--- src/rtl/kbd_scan_pkg.sv ---
package kbd_scan_pkg;
  localparam int unsigned CODE_W    = 8;
  localparam int unsigned FRAME_LEN = CODE_W + 3;  // start, data, parity, stop
  localparam int unsigned IDX_W     = $clog2(FRAME_LEN);

  typedef logic [CODE_W-1:0] scan_code_t;
  typedef logic [IDX_W-1:0]  bit_idx_t;

  localparam bit_idx_t IDX_IDLE   = bit_idx_t'(0);
  localparam bit_idx_t IDX_LAST_D = bit_idx_t'(CODE_W);
  localparam bit_idx_t IDX_PAR    = bit_idx_t'(CODE_W + 1);

  function automatic logic par_bad(scan_code_t code, logic par);
    return ~(^{code, par});
  endfunction
endpackage

--- src/rtl/kbd_line_sync.sv ---
module kbd_line_sync #(
  parameter int unsigned WIDTH  = 2,
  parameter int unsigned STAGES = 2
) (
  input  logic             clk_i,
  input  logic             rst_ni,
  input  logic [WIDTH-1:0] din_i,
  output logic [WIDTH-1:0] dout_o
);
  for (genvar g = 0; g < WIDTH; g++) begin : g_line
    logic [STAGES-1:0] pipe;
    always_ff @(posedge clk_i or negedge rst_ni) begin
      if (!rst_ni) pipe <= '1;  // idle lines are high
      else         pipe <= {pipe[STAGES-2:0], din_i[g]};
    end
    assign dout_o[g] = pipe[STAGES-1];
  end
endmodule

--- src/rtl/kbd_clk_filter.sv ---
module kbd_clk_filter #(
  parameter int unsigned FILT_LEN = 8
) (
  input  logic clk_i,
  input  logic rst_ni,
  input  logic line_i,
  output logic level_o,
  output logic fall_o
);
  localparam int unsigned CW = (FILT_LEN > 1) ? $clog2(FILT_LEN) : 1;
  localparam logic [CW-1:0] RUN_MAX = CW'(FILT_LEN - 1);

  logic [CW-1:0] run_q;

  always_ff @(posedge clk_i or negedge rst_ni) begin
    if (!rst_ni) begin
      level_o <= 1'b1;
      run_q   <= '0;
      fall_o  <= 1'b0;
    end else begin
      fall_o <= 1'b0;
      if (line_i != level_o) begin
        if (run_q == RUN_MAX) begin
          level_o <= line_i;
          run_q   <= '0;
          fall_o  <= level_o;
        end else begin
          run_q <= run_q + 1'b1;
        end
      end else begin
        run_q <= '0;
      end
    end
  end
endmodule

--- src/rtl/kbd_frame_fsm.sv ---
module kbd_frame_fsm
  import kbd_scan_pkg::*;
#(
  parameter int unsigned TIMEOUT_CYC = 5000
) (
  input  logic       clk_i,
  input  logic       rst_ni,
  input  logic       en_i,
  input  logic       fall_i,
  input  logic       data_i,
  output bit_idx_t   bit_idx_o,
  output scan_code_t code_o,
  output logic       valid_o,
  output logic       par_err_o
);
  localparam int unsigned TW = $clog2(TIMEOUT_CYC + 1);
  localparam logic [TW-1:0] TO_MAX = TW'(TIMEOUT_CYC - 1);

  bit_idx_t      idx_q;
  scan_code_t    shift_q;
  logic          par_q;
  logic [TW-1:0] quiet_q;

  always_ff @(posedge clk_i or negedge rst_ni) begin
    if (!rst_ni) begin
      idx_q     <= IDX_IDLE;
      shift_q   <= '0;
      par_q     <= 1'b0;
      quiet_q   <= '0;
      code_o    <= '0;
      valid_o   <= 1'b0;
      par_err_o <= 1'b0;
    end else begin
      valid_o <= 1'b0;
      if (!en_i) begin
        idx_q   <= IDX_IDLE;
        quiet_q <= '0;
      end else if (fall_i) begin
        quiet_q <= '0;
        if (idx_q == IDX_IDLE) begin
          if (!data_i) idx_q <= idx_q + 1'b1;
        end else if (idx_q <= IDX_LAST_D) begin
          shift_q <= {data_i, shift_q[CODE_W-1:1]};  // LSB arrives first
          idx_q   <= idx_q + 1'b1;
        end else if (idx_q == IDX_PAR) begin
          par_q <= data_i;
          idx_q <= idx_q + 1'b1;
        end else begin
          idx_q <= IDX_IDLE;
          if (data_i) begin
            valid_o   <= 1'b1;
            code_o    <= shift_q;
            par_err_o <= par_bad(shift_q, par_q);
          end
        end
      end else if (idx_q != IDX_IDLE) begin
        if (quiet_q == TO_MAX) begin
          idx_q   <= IDX_IDLE;
          quiet_q <= '0;
        end else begin
          quiet_q <= quiet_q + 1'b1;
        end
      end
    end
  end

  assign bit_idx_o = idx_q;
endmodule

--- src/rtl/kbd_scan_rx.sv ---
module kbd_scan_rx
  import kbd_scan_pkg::*;
#(
  parameter int unsigned SYNC_STAGES = 2,
  parameter int unsigned FILT_LEN    = 8,
  parameter int unsigned TIMEOUT_CYC = 5000
) (
  input  logic              clk_i,
  input  logic              rst_ni,
  input  logic              en_i,
  input  logic              ps2_clk_i,
  input  logic              ps2_data_i,
  output logic [CODE_W-1:0] code_o,
  output logic              valid_o,
  output logic              par_err_o
);
  logic [1:0] lines_s;
  logic       clk_s, dat_s, clk_f, fall;
  bit_idx_t   bit_cnt;

  kbd_line_sync #(.WIDTH(2), .STAGES(SYNC_STAGES)) i_sync (
    .clk_i, .rst_ni,
    .din_i ({ps2_data_i, ps2_clk_i}),
    .dout_o(lines_s)
  );
  assign clk_s = lines_s[0];
  assign dat_s = lines_s[1];

  kbd_clk_filter #(.FILT_LEN(FILT_LEN)) i_filt (
    .clk_i, .rst_ni,
    .line_i (clk_s),
    .level_o(clk_f),
    .fall_o (fall)
  );

  kbd_frame_fsm #(.TIMEOUT_CYC(TIMEOUT_CYC)) i_fsm (
    .clk_i, .rst_ni, .en_i,
    .fall_i   (fall),
    .data_i   (dat_s),
    .bit_idx_o(bit_cnt),
    .code_o   (code_o),
    .valid_o  (valid_o),
    .par_err_o(par_err_o)
  );
endmodule

--- config.mk ---
export PLATFORM = sky130hd
export DESIGN_NAME = kbd_scan_rx
export DESIGN_NICKNAME = d
export VERILOG_FILES = /design/src/rtl/kbd_scan_pkg.sv /design/src/rtl/kbd_line_sync.sv /design/src/rtl/kbd_clk_filter.sv /design/src/rtl/kbd_frame_fsm.sv /design/src/rtl/kbd_scan_rx.sv
export SDC_FILE = /design/constraint.sdc
export NUM_CORES = 1
export LEC_CHECK = 0
export BUFFER_PORTS_ARGS = -buffer_cell sky130_fd_sc_hd__buf_4
export CAP_MARGIN = 20
export CORE_AREA = 4 4 66 68
export CTS_CLUSTER_DIAMETER = 30
export DETAILED_ROUTE_END_ITERATION = 12
export DIE_AREA = 0 0 70 72
export GPL_TIMING_DRIVEN = 1
export PLACE_DENSITY_LB_ADDON = 0.2
export SYNTH_ARGS = -nofsm -noshare
export SYNTH_HDL_FRONTEND = slang
export SYNTH_SLANG_ARGS = --single-unit
--- constraint.sdc ---
create_clock -name clk_i -period 2.2 [get_ports clk_i]
set_input_delay 0.22 -clock clk_i [delete_from_list [all_inputs] [get_ports clk_i]]
set_output_delay 0.22 -clock clk_i [all_outputs]
set_load 0.02 [all_outputs]
Word level (Yosys, flattened, before mapping)
Cells that the tools add are included.

storage, ports and cells
  register bits after elaboration = 45
  output and inout bits = 10

operators by class
  add/sub/neg operators = 3
  order comparisons = 1
  equal/unequal tests = 7
  multiplexer cells = 22
  bitwise operators = 4
  reduce and logical (&&, ||, !) cells = 8

operator list
  kind                                                             number
  13-bit 2-to-1 mux                                                4
  4-bit 2-to-1 mux                                                 8
  13-bit by 1-bit adder with 13-bit output, second input constant  1
  13-bit equality test, second input constant                      1
  9-bit XOR reduction                                              1
  1-bit 2-to-1 mux                                                 8
  3-bit 2-to-1 mux                                                 2
  3-bit by 1-bit != test with 1-bit output, second input constant  2
  6-bit AND reduction                                              1
  5-bit AND reduction                                              1
  4-bit by 1-bit adder with 4-bit output, second input constant    1
  4-bit equality test, second input constant                       1
  4-bit less-or-equal comparator, second input constant            1
  4-bit zero test                                                  1
  4-bit != test, second input constant                             1
  1-bit NOT                                                        4
  4-bit AND reduction                                              1
  4-bit nonzero test                                               1
  3-bit by 1-bit adder with 3-bit output, second input constant    1
  3-bit equality test, second input constant                       1
  3-bit AND reduction                                              1
  2-bit AND reduction                                              1
  1-bit != test                                                    1

Logic depth before layout (Yosys ltp)
  word-level depth = 6
  gate-level depth with buffers = 7
  gate-level depth less buffers = 6

Modules after synthesis
A second synthesis with hierarchy kept.

unflattened totals
  cell total of the unflattened synthesis = 182
  area, all modules = 2253.4 um^2

by module, submodules not included
  module          times used  cells each  area an instance (um^2)
  kbd_frame_fsm   1           163         1926.8
  kbd_clk_filter  1           13          206.4
  kbd_line_sync   1           6           120.1

Least setup slack after synthesis
Ideal clock, no wire load.

  kind = register -> register
  start = register i_fsm.idx_q[0] (netlist: i_fsm.bit_idx_o[0])
  end = register i_fsm.shift_q[0]
  arrival = 1.645 ns
  required time = 2.072 ns
  path slack = 0.427 ns
  cell stages (with the launch flop) = 7
  path buffers = 1
  period minus slack after synthesis = 1.773 ns
  path through = dfrtp_1 -> inv_1 -> ha_1 -> nor3b_4 -> or3b_1 -> buf_2 -> mux2_1

between the ends
  word-level cells in the longest chain between the ends = 3
  elaborated cells between the ends (all ways) = 4
  those cells by class = order compare (1); bitwise (1); reduce/logical (2)

ends and longest elaborated chain
  what                                                                                    line                 source
  start, declared                                                                         kbd_frame_fsm.sv:19  bit_idx_t idx_q;
  start signal, assigned                                                                  kbd_frame_fsm.sv:41  if (!data_i) idx_q <= idx_q + 1'b1;
  start signal, assigned                                                                  kbd_frame_fsm.sv:44  idx_q <= idx_q + 1'b1;
  start signal, assigned                                                                  kbd_frame_fsm.sv:47  idx_q <= idx_q + 1'b1;
  parallel branches: the longest is 2 deep, another holds 4-bit less-or-equal comparator  n/a
  4-bit AND reduction (no line) (*)                                                       n/a
  end signal, assigned                                                                    kbd_frame_fsm.sv:43  shift_q <= {data_i, shift_q[CODE_W-1:1]};
  end, declared                                                                           kbd_frame_fsm.sv:20  scan_code_t shift_q;

Mark *: on every way between the ends.
A chain may end at the register's enable or synchronous reset.

Final worst setup path
  start = register i_fsm.idx_q[0] (netlist: i_fsm.bit_idx_o[0])
  end = register i_fsm.quiet_q[12]

between the ends
  word-level cells in the longest chain between the ends = 2

ends and longest elaborated chain
  what                                                line                 source
  4-bit nonzero test                                  kbd_frame_fsm.sv:56  end else if (idx_q != IDX_IDLE) begin
  3-bit by 1-bit != test with 1-bit output (no line)  n/a
  end signal, assigned                                kbd_frame_fsm.sv:61  quiet_q <= quiet_q + 1'b1;
  end, declared                                       kbd_frame_fsm.sv:22  logic [TW-1:0] quiet_q;

Every way passes these cells.

==> impl_metrics.tcl <==
set metrics [dict create \
    status "completed" \
    grt_max_degree 46 \
    antenna_found_initial 0 \
    drt.antenna.violating_nets 0 \
    arrival_ns 2.14 \
    async_flop_share_pct 100 \
    required_ns 2.42 \
    cp_slowest_cell "dfrtp_1" \
    fmax_mhz 521 \
    syn_to_final_growth_pct 11.4 \
    vias_per_cell 5.70 \
    syn_area_sq_mm 0.00217 \
    worstHoldPathType "in -> reg" \
    setup_tns_ns 0 \
    pre_cts_ws_ns 0.266 \
    syn_nets 192 \
    syn_area_per_cell_sq_um 12.0 \
    max_stage_delay_ns 0.39 \
    clock-root-buffer "clkbuf_8" \
    io_pins 15 \
    powerDensity_mw_per_mm2 601 \
    ys_types 46 \
    path_buf_inv 2 \
    synth_edf_count 0 \
    synth_top_area_cell "dfrtp_1" \
    fp.dieH_um 72 \
    layout_common_cells "dfrtp_1 (40), buf_4 (16), xnor2_1 (12), nor2_1 (11), nand3_1 (11)" \
    drc 0 \
    rsz0062_at_grt "no" \
    hold_viol 0 \
    final_nets 211 \
    hpwl_um 2610 \
    std_cell_rows 23 \
    finClkSkew_ns 0.00795 \
    numCtsBuffers 5 \
    setup-violations-final 0 \
    cts_sinks 45 \
    dr.first_iter.drc_count 87 \
    path_cells "inv_1, ha_1, nor3b_4, buf_4, a211o_1, or3_1, a21oi_2" \
    ys_warn_count 0 \
    worstSetupPathType "reg -> reg" \
    grt_pass1_wl_um 6400 \
    seq_area_sq_mm 0.00113 \
    drt_wl_total_um 3620 \
    ys_ff_latch 45 \
    cts_tree "built" \
    yosys-top-cells-area "dfrtp_1 (46%), dfstp_2 (6.0%), mux2_2 (5.2%)" \
    gp_congestion 0.881 \
    tightestPinTransition_ns 0.551 \
    antenna_cells 0 \
    worstSetupEndpointType "register" \
    crit_family "simple AND/OR/NAND/NOR gates" \
    seq_power_share_pct 60.7 \
    design.die.area_sq_mm 0.00504 \
    finalCriticalPeriod_ns 1.92 \
    multi_input_area_sq_um 988 \
    clkPwrFrac_pct 32.7 \
    p_leak_nw 1.15 \
    critPathLaunchType "register" \
    drive_gt1_share_pct 23.9 \
    ir_worst_vdd_uv 514 \
    yosysSeqAreaShare_pct 52.1 \
    layout_commonest_cell "dfrtp_1" \
    p_sw_w 0.000325 \
    setup_ws_ns 0.279 \
    p_int_w 0.00113 \
    cts_buffer_depth 2 \
    start_util_pct 56.4 \
    wl_per_cell_um 14.4 \
    grt.total_usage_pct 16.0 \
    synthFlopType "dfrtp_1" \
    combPwrFrac_pct 6.6 \
    coreArea_sq_mm 0.00386 \
    grt_overflow 0 \
    first_pass_iters 4 \
    post-route-period-util_pct 87.3 \
    switching_share_pct 22.3 \
    h-tree-depth 2 \
    die_x_um 70 \
    cts-resized-gates 0 \
    port_buffers 14 \
    slew_headroom_pct 63.3 \
    cts.clk_slew.worst_paths_ns 0.08 \
    maxSlewViolCount 0 \
    num_vias 1430 \
    n_fill_cell 309 \
    synthCells 181 \
    maxCapViolCount 0 \
    worstPathMaxFanout 13 \
    grt_pass1_vias 1459 \
    insertion_delay_ns 0.29 \
    netlist.area_leader.share_pct 46.0 \
]
-- path summary, 6_finish.rpt --
check,from,endpoint,slack (ns),cells past startpoint
min in group asynchronous,rst_ni,i_fsm.valid_o,0.46,2
max reg2reg,i_fsm.bit_idx_o[0],i_fsm.quiet_q[12],0.28,7
max in group asynchronous,rst_ni,i_filt.level_o,1.36,2
min reg2reg,i_sync.g_line[1].pipe[0],i_sync.g_line[1].pipe[1],0.36,0
max,i_fsm.bit_idx_o[0],i_fsm.quiet_q[12],0.28,7
min,ps2_data_i,i_sync.g_line[1].pipe[0],0.04,1
-- layer usage --
metal / GRT usage [%] / part of all wire (%) / routed length (um)
met1: 19.3 / 44 / 1600
met3: 4.43 / 3.5 / 126
met4: 6.17 / 1.5 / 55
met5: 0 / 0 / 0
met2: 27.5 / 51 / 1840
-- stage by stage --
stage / area [sq um] / power, W / hold slack (ns) / utilization, % / cells
after floorplan: 2170 / 0.000957 / -0.0756 / - / 181
after global placement: 2330 / 0.000988 / 0.238 / 60.4 / 242
after detailed placement: 2330 / 0.000998 / 0.250 / 60.4 / 242
after CTS: 2420 / 0.00148 / 0.0268 / 62.8 / 251
after global routing: 2420 / 0.00153 / 0.0257 / 62.8 / 251
final: 2420 / 0.00146 / 0.0389 / 62.8 / 251
-- state kept, by name, summed over array words and instances (netlist names) --
signal,flops
i_filt.fall_o,1
i_filt.level_o,1
i_filt.run_q,3
i_fsm.bit_idx_o,4
i_fsm.code_o,8
i_fsm.par_err_o,1
i_fsm.par_q,1
i_fsm.quiet_q,13
i_fsm.shift_q,8
i_fsm.valid_o,1
i_sync.g_line.pipe,4
-- timing repair --
action	4_1_cts	5_1_grt
hold buffers	1	0
hold endpoints to repair	40	0
buffers inserted	0	0
-- power by group through the flow --
stage / combinational, W / clock [W] / sequential (W)
floorplan: 0.0000601 / 0 / 0.000897
global placement: 0.0000891 / 0 / 0.000899
detailed placement: 0.0000973 / 0 / 0.000901
CTS: 0.0000993 / 0.000496 / 0.000885
global route: 0.000110 / 0.000534 / 0.000888
finish: 0.0000959 / 0.000476 / 0.000884
-- cells in the mapped netlist (3+ instances only) --
cell / number
a2111oi_2: 4
a21oi_1: 4
and3_1: 3
buf_2: 4
dfrtp_1: 40
dfstp_2: 5
ha_1: 6
inv_1: 7
mux2_1: 8
mux2_2: 10
nand2_1: 10
nand3_1: 11
nand4_1: 4
nor2_1: 11
nor3_1: 3
o21ai_0: 4
xnor2_1: 12
-- area by class of cell --
class                   instances  area share [%]
multi-input cells             124            40.8
flip-flops and latches         45            46.7
repair buffers                 17            5.37
well taps                      50            2.58
clock buffers                   6            3.00
clock inverters                 2           0.413
inverters                       7            1.08
-- logic make-up after synthesis --
logic type / synth area share [%]
AND/OR/NAND/NOR: 16.3
flip-flops: 52.1
AO/OA/AOI/OAI: 9.15
multiplexers: 10.2
XOR/XNOR: 6.27
buffers and inverters: 2.47
adder cells (fa/ha/maj): 3.45
Note: power is estimated with default switching activity, not from simulation.
